**config.mk**
```make
export PLATFORM = sky130hd
export DESIGN_NAME = octo_core
export DESIGN_NICKNAME = d
export VERILOG_FILES = /design/src/rtl/octo_pkg.sv /design/src/rtl/octo_regfile.sv /design/src/rtl/octo_alu.sv /design/src/rtl/octo_ctrl.sv /design/src/rtl/octo_core.sv
export SDC_FILE = /design/constraint.sdc
export NUM_CORES = 1
export LEC_CHECK = 0
export ABC_AREA = 1
export BUFFER_PORTS_ARGS = -buffer_cell sky130_fd_sc_hd__buf_2
export CORE_MARGIN = 8
export CORE_UTILIZATION = 30
export DETAILED_ROUTE_END_ITERATION = 16
export PLACE_DENSITY = 0.44
export SKIP_LAST_GASP = 1
export SYNTH_ARGS = -nofsm -noshare
export SYNTH_HDL_FRONTEND = slang
export SYNTH_SLANG_ARGS = --single-unit
```
**constraint.sdc**
```tcl
create_clock -name clk_i -period 5.4 [get_ports clk_i]
set_clock_uncertainty 0.2 [all_clocks]
set_input_delay 0.54 -clock clk_i [delete_from_list [all_inputs] [get_ports clk_i]]
set_output_delay 0.54 -clock clk_i [all_outputs]
set_load 0.05 [all_outputs]
```
**src/rtl/octo_pkg.sv**
```systemverilog
package octo_pkg;
  localparam int OP_W  = 4;
  localparam int OFF_W = 20;

  typedef enum logic [OP_W-1:0] {
    OP_ADD  = 4'b0000,
    OP_NAND = 4'b0001,
    OP_ADDI = 4'b0010,
    OP_LW   = 4'b0011,
    OP_SW   = 4'b0100,
    OP_BEQ  = 4'b0101,
    OP_JALR = 4'b0110,
    OP_HALT = 4'b0111
  } op_e;

  typedef enum logic [2:0] {
    ST_FETCH, ST_DECODE, ST_EXEC, ST_WB, ST_LINK, ST_HALT
  } state_e;

  typedef enum logic [1:0] {PC_HOLD, PC_INC, PC_BR, PC_REGA} pc_sel_e;
  typedef enum logic [1:0] {WD_ALU, WD_MEM, WD_LINK} wd_sel_e;
endpackage

```
**src/rtl/octo_regfile.sv**
```systemverilog
module octo_regfile #(
  parameter int XLEN = 32,
  parameter int NREG = 16,
  localparam int RW = $clog2(NREG)
) (
  input  logic            clk_i,
  input  logic [RW-1:0]   ra_i,
  input  logic [RW-1:0]   rb_i,
  output logic [XLEN-1:0] a_o,
  output logic [XLEN-1:0] b_o,
  input  logic            we_i,
  input  logic [RW-1:0]   wa_i,
  input  logic [XLEN-1:0] wd_i
);
  logic [XLEN-1:0] regs [NREG];

  assign regs[0] = '0;  // index 0 has no storage
  for (genvar i = 1; i < NREG; i++) begin : g_reg
    always_ff @(posedge clk_i) begin
      if (we_i && wa_i == RW'(i)) regs[i] <= wd_i;
    end
  end

  assign a_o = regs[ra_i];
  assign b_o = regs[rb_i];
endmodule

```
**src/rtl/octo_alu.sv**
```systemverilog
module octo_alu
  import octo_pkg::*;
#(
  parameter int XLEN = 32
) (
  input  logic [OP_W-1:0] op_i,
  input  logic [XLEN-1:0] a_i,
  input  logic [XLEN-1:0] b_i,
  input  logic [XLEN-1:0] imm_i,
  output logic [XLEN-1:0] res_o,
  output logic [XLEN-1:0] addr_o,
  output logic            eq_o
);
  assign addr_o = a_i + imm_i;
  assign eq_o   = (a_i == b_i);

  always_comb begin
    unique case (op_i)
      OP_NAND: res_o = ~(a_i & b_i);
      OP_ADDI: res_o = addr_o;
      default: res_o = a_i + b_i;
    endcase
  end
endmodule

```
**src/rtl/octo_ctrl.sv**
```systemverilog
module octo_ctrl
  import octo_pkg::*;
(
  input  logic            clk_i,
  input  logic            rst_ni,
  input  logic [OP_W-1:0] op_i,
  input  logic            eq_i,
  output state_e          state_o,
  output logic            ir_load_o,
  output logic            rf_we_o,
  output logic            wdst_b_o,
  output wd_sel_e         wd_sel_o,
  output pc_sel_e         pc_sel_o,
  output logic            addr_alu_o,
  output logic            mem_we_o,
  output logic            halt_set_o
);
  state_e state_q, state_d;

  always_ff @(posedge clk_i or negedge rst_ni) begin
    if (!rst_ni) state_q <= ST_FETCH;
    else         state_q <= state_d;
  end
  assign state_o = state_q;

  always_comb begin
    state_d    = state_q;
    ir_load_o  = 1'b0;
    rf_we_o    = 1'b0;
    wdst_b_o   = 1'b0;
    wd_sel_o   = WD_ALU;
    pc_sel_o   = PC_HOLD;
    addr_alu_o = 1'b0;
    mem_we_o   = 1'b0;
    halt_set_o = 1'b0;
    unique case (state_q)
      ST_FETCH:  state_d = ST_DECODE;
      ST_DECODE: begin
        ir_load_o = 1'b1;
        state_d   = ST_EXEC;
      end
      ST_EXEC: begin
        state_d  = ST_FETCH;
        pc_sel_o = PC_INC;
        unique case (op_i)
          OP_ADD, OP_NAND: rf_we_o = 1'b1;
          OP_ADDI: begin
            rf_we_o  = 1'b1;
            wdst_b_o = 1'b1;
          end
          OP_LW: begin
            addr_alu_o = 1'b1;
            pc_sel_o   = PC_HOLD;
            state_d    = ST_WB;
          end
          OP_SW: begin
            addr_alu_o = 1'b1;
            mem_we_o   = 1'b1;
          end
          OP_BEQ:  pc_sel_o = eq_i ? PC_BR : PC_INC;
          OP_JALR: begin  // link first, target read next cycle
            rf_we_o  = 1'b1;
            wdst_b_o = 1'b1;
            wd_sel_o = WD_LINK;
            pc_sel_o = PC_HOLD;
            state_d  = ST_LINK;
          end
          OP_HALT: begin
            pc_sel_o   = PC_HOLD;
            halt_set_o = 1'b1;
            state_d    = ST_HALT;
          end
          default: ;  // undefined opcodes advance only
        endcase
      end
      ST_WB: begin
        rf_we_o  = 1'b1;
        wdst_b_o = 1'b1;
        wd_sel_o = WD_MEM;
        pc_sel_o = PC_INC;
        state_d  = ST_FETCH;
      end
      ST_LINK: begin
        pc_sel_o = PC_REGA;
        state_d  = ST_FETCH;
      end
      default: state_d = ST_HALT;
    endcase
  end
endmodule

```
**src/rtl/octo_core.sv**
```systemverilog
module octo_core
  import octo_pkg::*;
#(
  parameter int XLEN = 32,
  parameter int NREG = 16
) (
  input  logic            clk_i,
  input  logic            rst_ni,
  output logic [XLEN-1:0] mem_addr_o,
  output logic [XLEN-1:0] mem_wdata_o,
  output logic            mem_we_o,
  input  logic [XLEN-1:0] mem_rdata_i,
  output logic            halted_o
);
  localparam int RW = $clog2(NREG);

  logic [XLEN-1:0] pc_q, ir_q, imm, a_data, b_data, alu_res, alu_addr, wd;
  logic [RW-1:0]   ra_idx, rb_idx, rd_idx, wa;
  logic [OP_W-1:0] opcode;
  logic            halted_q, eq;
  logic            ir_load, rf_we, wdst_b, addr_alu, ctl_we, halt_set;
  state_e          state;
  wd_sel_e         wd_sel;
  pc_sel_e         pc_sel;

  assign opcode = ir_q[31:28];
  assign ra_idx = ir_q[24 +: RW];
  assign rb_idx = ir_q[20 +: RW];
  assign rd_idx = ir_q[0 +: RW];
  assign imm    = {{(XLEN-OFF_W){ir_q[OFF_W-1]}}, ir_q[OFF_W-1:0]};

  octo_ctrl i_ctrl (
    .clk_i, .rst_ni, .op_i(opcode), .eq_i(eq), .state_o(state),
    .ir_load_o(ir_load), .rf_we_o(rf_we), .wdst_b_o(wdst_b), .wd_sel_o(wd_sel),
    .pc_sel_o(pc_sel), .addr_alu_o(addr_alu), .mem_we_o(ctl_we),
    .halt_set_o(halt_set)
  );

  octo_alu #(.XLEN(XLEN)) i_alu (
    .op_i(opcode), .a_i(a_data), .b_i(b_data), .imm_i(imm),
    .res_o(alu_res), .addr_o(alu_addr), .eq_o(eq)
  );

  always_comb begin
    unique case (wd_sel)
      WD_MEM:  wd = mem_rdata_i;
      WD_LINK: wd = pc_q + XLEN'(1);
      default: wd = alu_res;
    endcase
  end
  assign wa = wdst_b ? rb_idx : rd_idx;

  octo_regfile #(.XLEN(XLEN), .NREG(NREG)) i_rf (
    .clk_i, .ra_i(ra_idx), .rb_i(rb_idx), .a_o(a_data), .b_o(b_data),
    .we_i(rf_we), .wa_i(wa), .wd_i(wd)
  );

  always_ff @(posedge clk_i or negedge rst_ni) begin
    if (!rst_ni) begin
      pc_q     <= '0;
      ir_q     <= '0;
      halted_q <= 1'b0;
    end else begin
      if (ir_load) ir_q <= mem_rdata_i;
      if (halt_set) halted_q <= 1'b1;
      unique case (pc_sel)
        PC_INC:  pc_q <= pc_q + XLEN'(1);
        PC_BR:   pc_q <= pc_q + XLEN'(1) + imm;
        PC_REGA: pc_q <= a_data;
        default: ;
      endcase
    end
  end

  assign mem_addr_o  = addr_alu ? alu_addr : pc_q;
  assign mem_wdata_o = b_data;
  assign mem_we_o    = ctl_we && (state == ST_EXEC);
  assign halted_o    = halted_q;
endmodule

```
==> metrics, run 1 <==
post-route ant nets=0; # clock sinks=~550; crit-path most repeated cell=nand2_1; largest net degree at the start of global routing=a little over 80; Synth Warn #=0; Die Area=~130000 um2; Crit-path slowest cell=dfrtp_4; Slew headroom=approximately 20%; slowest stage delay, CP=roughly 540 ps; outcome=complete, no violations; Max FO, Critical Path=80; CTS buffer count=about 70; Hold WC Path Type=in -> reg; setup repair after global routing missed its margin=true; CP Capture Type=primary output; Post-Place Cells=6134; Routed wire per std cell=approximately 26 um; first-pass GRT wire length=about 230 mm; CTS root buf=clkbuf_16; Synth Area per Inst=a little under 8 um2; via count=about 34000; Placer Congestion=between 0.9 and 1; clock-pin slew on the worst setup and hold paths=about 60 ps; nets@finish=a little under 5000; share of cells above drive strength 1=9.43%; Critical Path, Cell by Cell=buf_16, a21oi_1, o21ai_0, o21ai_0, o211ai_1, nand2_1, ha_1, nand2_1, inv_1, nand2_1, nand3_1, a21oi_1, nand2_1, nand2_1, nand2_1, nand2_1, nand3_1, nand2_1, buf_2; fmax=roughly 190 MHz; final std cells w/o fill=6276; CTS max path bufs=3; Post-synth top flop=edfxtp_1; most frequent cells in the layout=995 x nand2_1, 526 x inv_1, 480 x edfxtp_1; vias in the first global route=about 32000; Port Buffers=99; Async SR Flop Fraction=around 12%; final wirelength=163 mm; 1st-iter DRT viols=roughly 3700; Initial Util=a little under a third; EDFF count, synth=between 400 and 500; drt drc=0; vias per cell=approximately 5.4; Die W=about 360 um; HPWL Detailed=about 110 mm; Worst EP arrival=between 4000 and 5000 ps; Yosys reg bits=548; CTS tree=built; commonest non-fill, non-tap cell in the layout=nand2_1; row cnt=~130; initial antenna violation count=2; Synth Cell Area=between 30000 and 40000 um2; Seq/Total Area, Yosys=roughly 45%; htree depth=3; cell count after synthesis=4600; DRT Pass-1 Iters=6; final setup fails=0; count of cell types in the netlist=52; CP Launch Type=register; fin crit share=a little over nine tenths; Synth Net Count=between 4000 and 5000; fin crit period=5260 ps; I/O pin count=100; Area Growth Syn to Fin=16.1%; critical path class=reg -> out; clock latency at the later pin of the worst-skew pair=around 660 ps; Fill cells=approximately 12000; data required time at the worst endpoint=between 4000 and 5000 ps; Overflow after GRT=0; height of the die=361 um; measured slew at the worst slew-check pin=between 1000 and 1500 ps; Util after Layout=roughly a third; Max-Cap Viols=0; final hold vios=0; Fin Setup TNS=0 ps; Pins Over Slew Limit=0; Total Routing Usage GR=about a quarter; CORE AREA=about 120000 um2
## layer usage
| layer | GRT usage, % | routed length, um |
|---|---|---|
| met5 | 0 | 0 |
| met4 | 8.13 | 5970 |
| met3 | 3.00 | 11500 |
| met2 | 37.4 | 72200 |
| met1 | 34.3 | 73800 |
## cells in the mapped netlist (3+ instances only)
library cell / instances / share of area [%]
o2111ai_1: 6 / 0.15
o21ai_2: 3 / 0.074
nand2_1: 1007 / 11
nor2_1: 379 / 4.0
a21oi_1: 400 / 5.6
o211ai_1: 194 / 4.1
inv_2: 19 / 0.20
clkbuf_1: 109 / 1.1
fa_1: 3 / 0.17
o21ai_0: 458 / 6.4
a21o_1: 4 / 0.084
buf_4: 5 / 0.11
and2_1: 5 / 0.088
nand3b_1: 14 / 0.29
or2_2: 4 / 0.070
o221ai_1: 5 / 0.12
clkinv_1: 3 / 0.032
o21a_1: 5 / 0.11
edfxtp_1: 480 / 40
xnor2_1: 11 / 0.27
a31oi_1: 3 / 0.053
dfrtp_1: 68 / 4.8
nand4_1: 20 / 0.35
o21ai_1: 77 / 1.1
inv_1: 530 / 5.6
nand2_2: 4 / 0.070
nor2_2: 5 / 0.088
o21bai_1: 13 / 0.27
nor2_4: 3 / 0.095
ha_1: 104 / 3.7
nand3_1: 435 / 6.1
o22ai_1: 9 / 0.16
nor3_1: 24 / 0.34
nor4_1: 3 / 0.053
buf_2: 103 / 1.4
xor2_1: 40 / 0.98
buf_1: 25 / 0.26
## final timing paths
kind                            startpoint             end  slack, ps  depth (start not counted)
max                               ir_q[24]  mem_addr_o[29]        140                         19
min                        mem_rdata_i[16]        ir_q[16]         30                          3
max reg2reg                       ir_q[20]  i_rf.regs[235]        610                         20
min reg2reg                       halted_o        halted_o        270                          1
max in group asynchronous           rst_ni        ir_q[25]       3750                          3
min in group asynchronous           rst_ni        pc_q[27]        290                          2
## critical path, delay by kind of cell, from the launching register on
family,cells,cell delay [ps]
simple gates,10,1560
buf+inv,3,640
compound gates,5,640
flops,1,540
fa+ha+maj,1,440
## per-stage QoR
stage	setup slack, ps	hold WS, ps	cell area [um2]
floorplan	1130	44.4	35600
global placement	526	262	38800
detailed placement	532	261	38800
CTS	13.7	7.34	41200
global route	-32.7	61.7	41400
finish	138	29.9	41400
## cell families after synthesis
family | share of synthesized area [%]
muxes | 0.0316
adders and majority gates | 3.82
AOI/OAI and AO/OA | 18.4
and+or+nand+nor | 22.4
xor gates and xnor gates | 1.25
buffers and inverters | 8.81
DFF | 45.2
## sequential cells by signal (all words and copies together) (netlist names)
register	cells
i_rf.regs	480
ir_q	32
pc_q	32
i_ctrl.state_o	3
halted_o	1
## layout make-up
cell class	instances	area (um2)	share of cell area (%)
inverter	552	2070	5.01
multi-input combinational	3257	16600	40.1
tap	1536	1920	4.64
antenna	2	5.00	0.0121
timing repair buffer	255	2360	5.70
clock inverter	40	374	0.904
clock buffer	86	1900	4.58
sequential	548	16100	39.0
## repair_timing
item / CTS / global route
cloned: 0 / 2
hold buffers: 11 / 0
setup endpoints to repair: 4 / 23
gates resized for setup: 7 / 31
setup buffers: 0 / 1
endpoints found under the hold margin: 58 / 0
Power of run 1 is not shown: default switching activity piles up to over one toggle a cycle in this logic, so the estimate is an artifact.
==> inputs of run 2 (changes only) <==
REMOVE_ABC_BUFFERS = 1   (was unset)
==> run 2 against run 1 <==
Non-clock buffer count down 13. Highest routed layer unchanged. Wire length down 3.1%. Hold slack better by 13 ps. Critical path depth down 3. Worst setup slack worse by 22 ps. Critical path type unchanged.
==> metrics, run 2 (synthesis results as in run 1) <==
outcome=complete, no violations; first-pass GRT wire length=between 200 and 250 mm; row cnt=around 130; height of the die=361 um; Port Buffers=between 90 and 100; DRT Pass-1 Iters=6; nets@finish=roughly 4800; I/O pin count=100; HPWL Detailed=between 100 and 150 mm; htree depth=3; met2 global-route usage=between 30% and 40%; clock-pin slew on the worst setup and hold paths=50 ps; vias per cell=5.38; CORE AREA=around 120000 um2; Worst EP arrival=~4500 ps; GR peak layer=met2; critical path class=reg -> out; Pins Over Slew Limit=0; slowest stage delay, CP=around 560 ps; vias in the first global route=32300; CTS buffer count=70; initial antenna violation count=2; Util after Layout=approximately a third; CP Launch Type=register; final wirelength=158 mm; measured slew at the worst slew-check pin=approximately 1000 ps; Top Family by Delay on Critical Path=simple AND/OR/NAND/NOR gates; multi-input logic area=approximately 17000 um2; Max FO, Critical Path=86; CTS root buf=clkbuf_16; 1st-iter DRT viols=approximately 3500; drt drc=0; Die W=around 360 um; # clock sinks=548; Post-Place Cells=about 6000; top flop regs=i_rf.regs (480), ir_q (32), pc_q (32); fin crit share=between 90 and 100%; met1 usage=32.0%; Slew headroom=between 30% and 40%; largest register by flop count=i_rf.regs; via count=33700; Crit-path slowest cell=dfrtp_4; max reg flops=480; register area=16100 um2; CTS max path bufs=3; hold slack=~43 ps; Area Growth Syn to Fin=16.1%; fin crit period=5280 ps; Fin Setup TNS=0 ps; Critical Path, Cell by Cell=buf_16, a21oi_1, o21ai_0, nand3_1, nand3_1, nand2_1, ha_1, nand2_1, nor2_1, nand2_1, nor2_1, nand2_1, nand3_1, nand3_1, nand2_1, buf_2; met3 Usage GRT=about 2.8%; Total Routing Usage GR=23.3%; crit-path most repeated cell=nand2_1; Routed wire per std cell=25.3 um; fmax=around 190 MHz; share of cells above drive strength 1=under 10%; most frequent cells in the layout=997 x nand2_1, 526 x inv_1, 480 x edfxtp_1; setup repair after global routing missed its margin=true; Initial Util=a little under a third; Fill cells=12400; Overflow after GRT=0; Placer Congestion=about 1.0; final setup fails=0; Max-Cap Viols=0; largest net degree at the start of global routing=~130; clock latency at the later pin of the worst-skew pair=~660 ps; CTS tree=built; data required time at the worst endpoint=4660 ps; post-route ant nets=0; Die Area=about 130000 um2; Hold WC Path Type=in -> reg; Buf/Inv on CP=2; final hold vios=0; final std cells w/o fill=approximately 6300; commonest non-fill, non-tap cell in the layout=nand2_1; CP Capture Type=primary output
-- run 2: cell types whose count changed in the layout (fill, tap and decap cells not counted), moves of 3 or more --
cell | before | now
nand2_2 | 16 | 13
buf_4 | 108 | 93
buf_2 | 85 | 77
clkbuf_16 | 76 | 73
clkinvlp_4 | 4 | 1
bufinv_16 | 4 | 10
clkinv_2 | 13 | 9
dlygate4sd3_1 | 11 | 18
-- run 2: tightest hold or removal path: cells and delay by family --
kind / cells / cell delay (ps)
AOI/OAI and AO/OA: 1 / 150
buffers and inverters: 2 / 150
-- run 2: path summary, 6_finish.rpt --
| check | to | start | slack, ps | depth (start not counted) |
|---|---|---|---|---|
| worst max-delay path | mem_addr_o[30] | ir_q[24] | 120 | 16 |
| worst min-delay path | ir_q[6] | mem_rdata_i[6] | 40 | 3 |
| worst max register to register | i_rf.regs[116] | ir_q[21] | 520 | 17 |
| worst min register to register | halted_o | halted_o | 280 | 1 |
| max in group asynchronous | ir_q[24] | rst_ni | 3750 | 3 |
| min in group asynchronous | ir_q[9] | rst_ni | 240 | 2 |
-- run 2: metal layers --
metal | part of all wire [%] | up-vias
met4 | 3.6 | 0
met1 | 45 | 16400
met3 | 6.0 | 218
met5 | 0 | -
li1 | - | 15900
met2 | 46 | 1220
-- run 2: cell type report --
cell class	count	area share, %
antenna	2	0.0121
clock inverter	41	1.24
sequential	548	39.0
multi-input combinational	3257	40.1
clock buffer	84	4.41
inverter	552	5.01
tap	1536	4.64
timing repair buffer	242	5.62
-- run 2: repair_timing --
item                                    in CTS  in global routing
hold endpoints to repair                    54                  0
hold buffers                                18                  0
pin swaps                                    0                  0
cloned                                       0                  2
resized for setup                            1                 24
endpoints found under the setup margin      11                 25
setup buffers                                3                  3
-- run 2: through the flow --
step / setup slack, ps / cell area, um2
5_1_grt: -63.3 / 41400
4_1_cts: -88.6 / 41200
3_5_place_dp: 525 / 38600
2_1_floorplan: -7800 / 34600
3_3_place_gp: 493 / 38600
6_report: 116 / 41400
Power of run 2 is left out for the same reason.
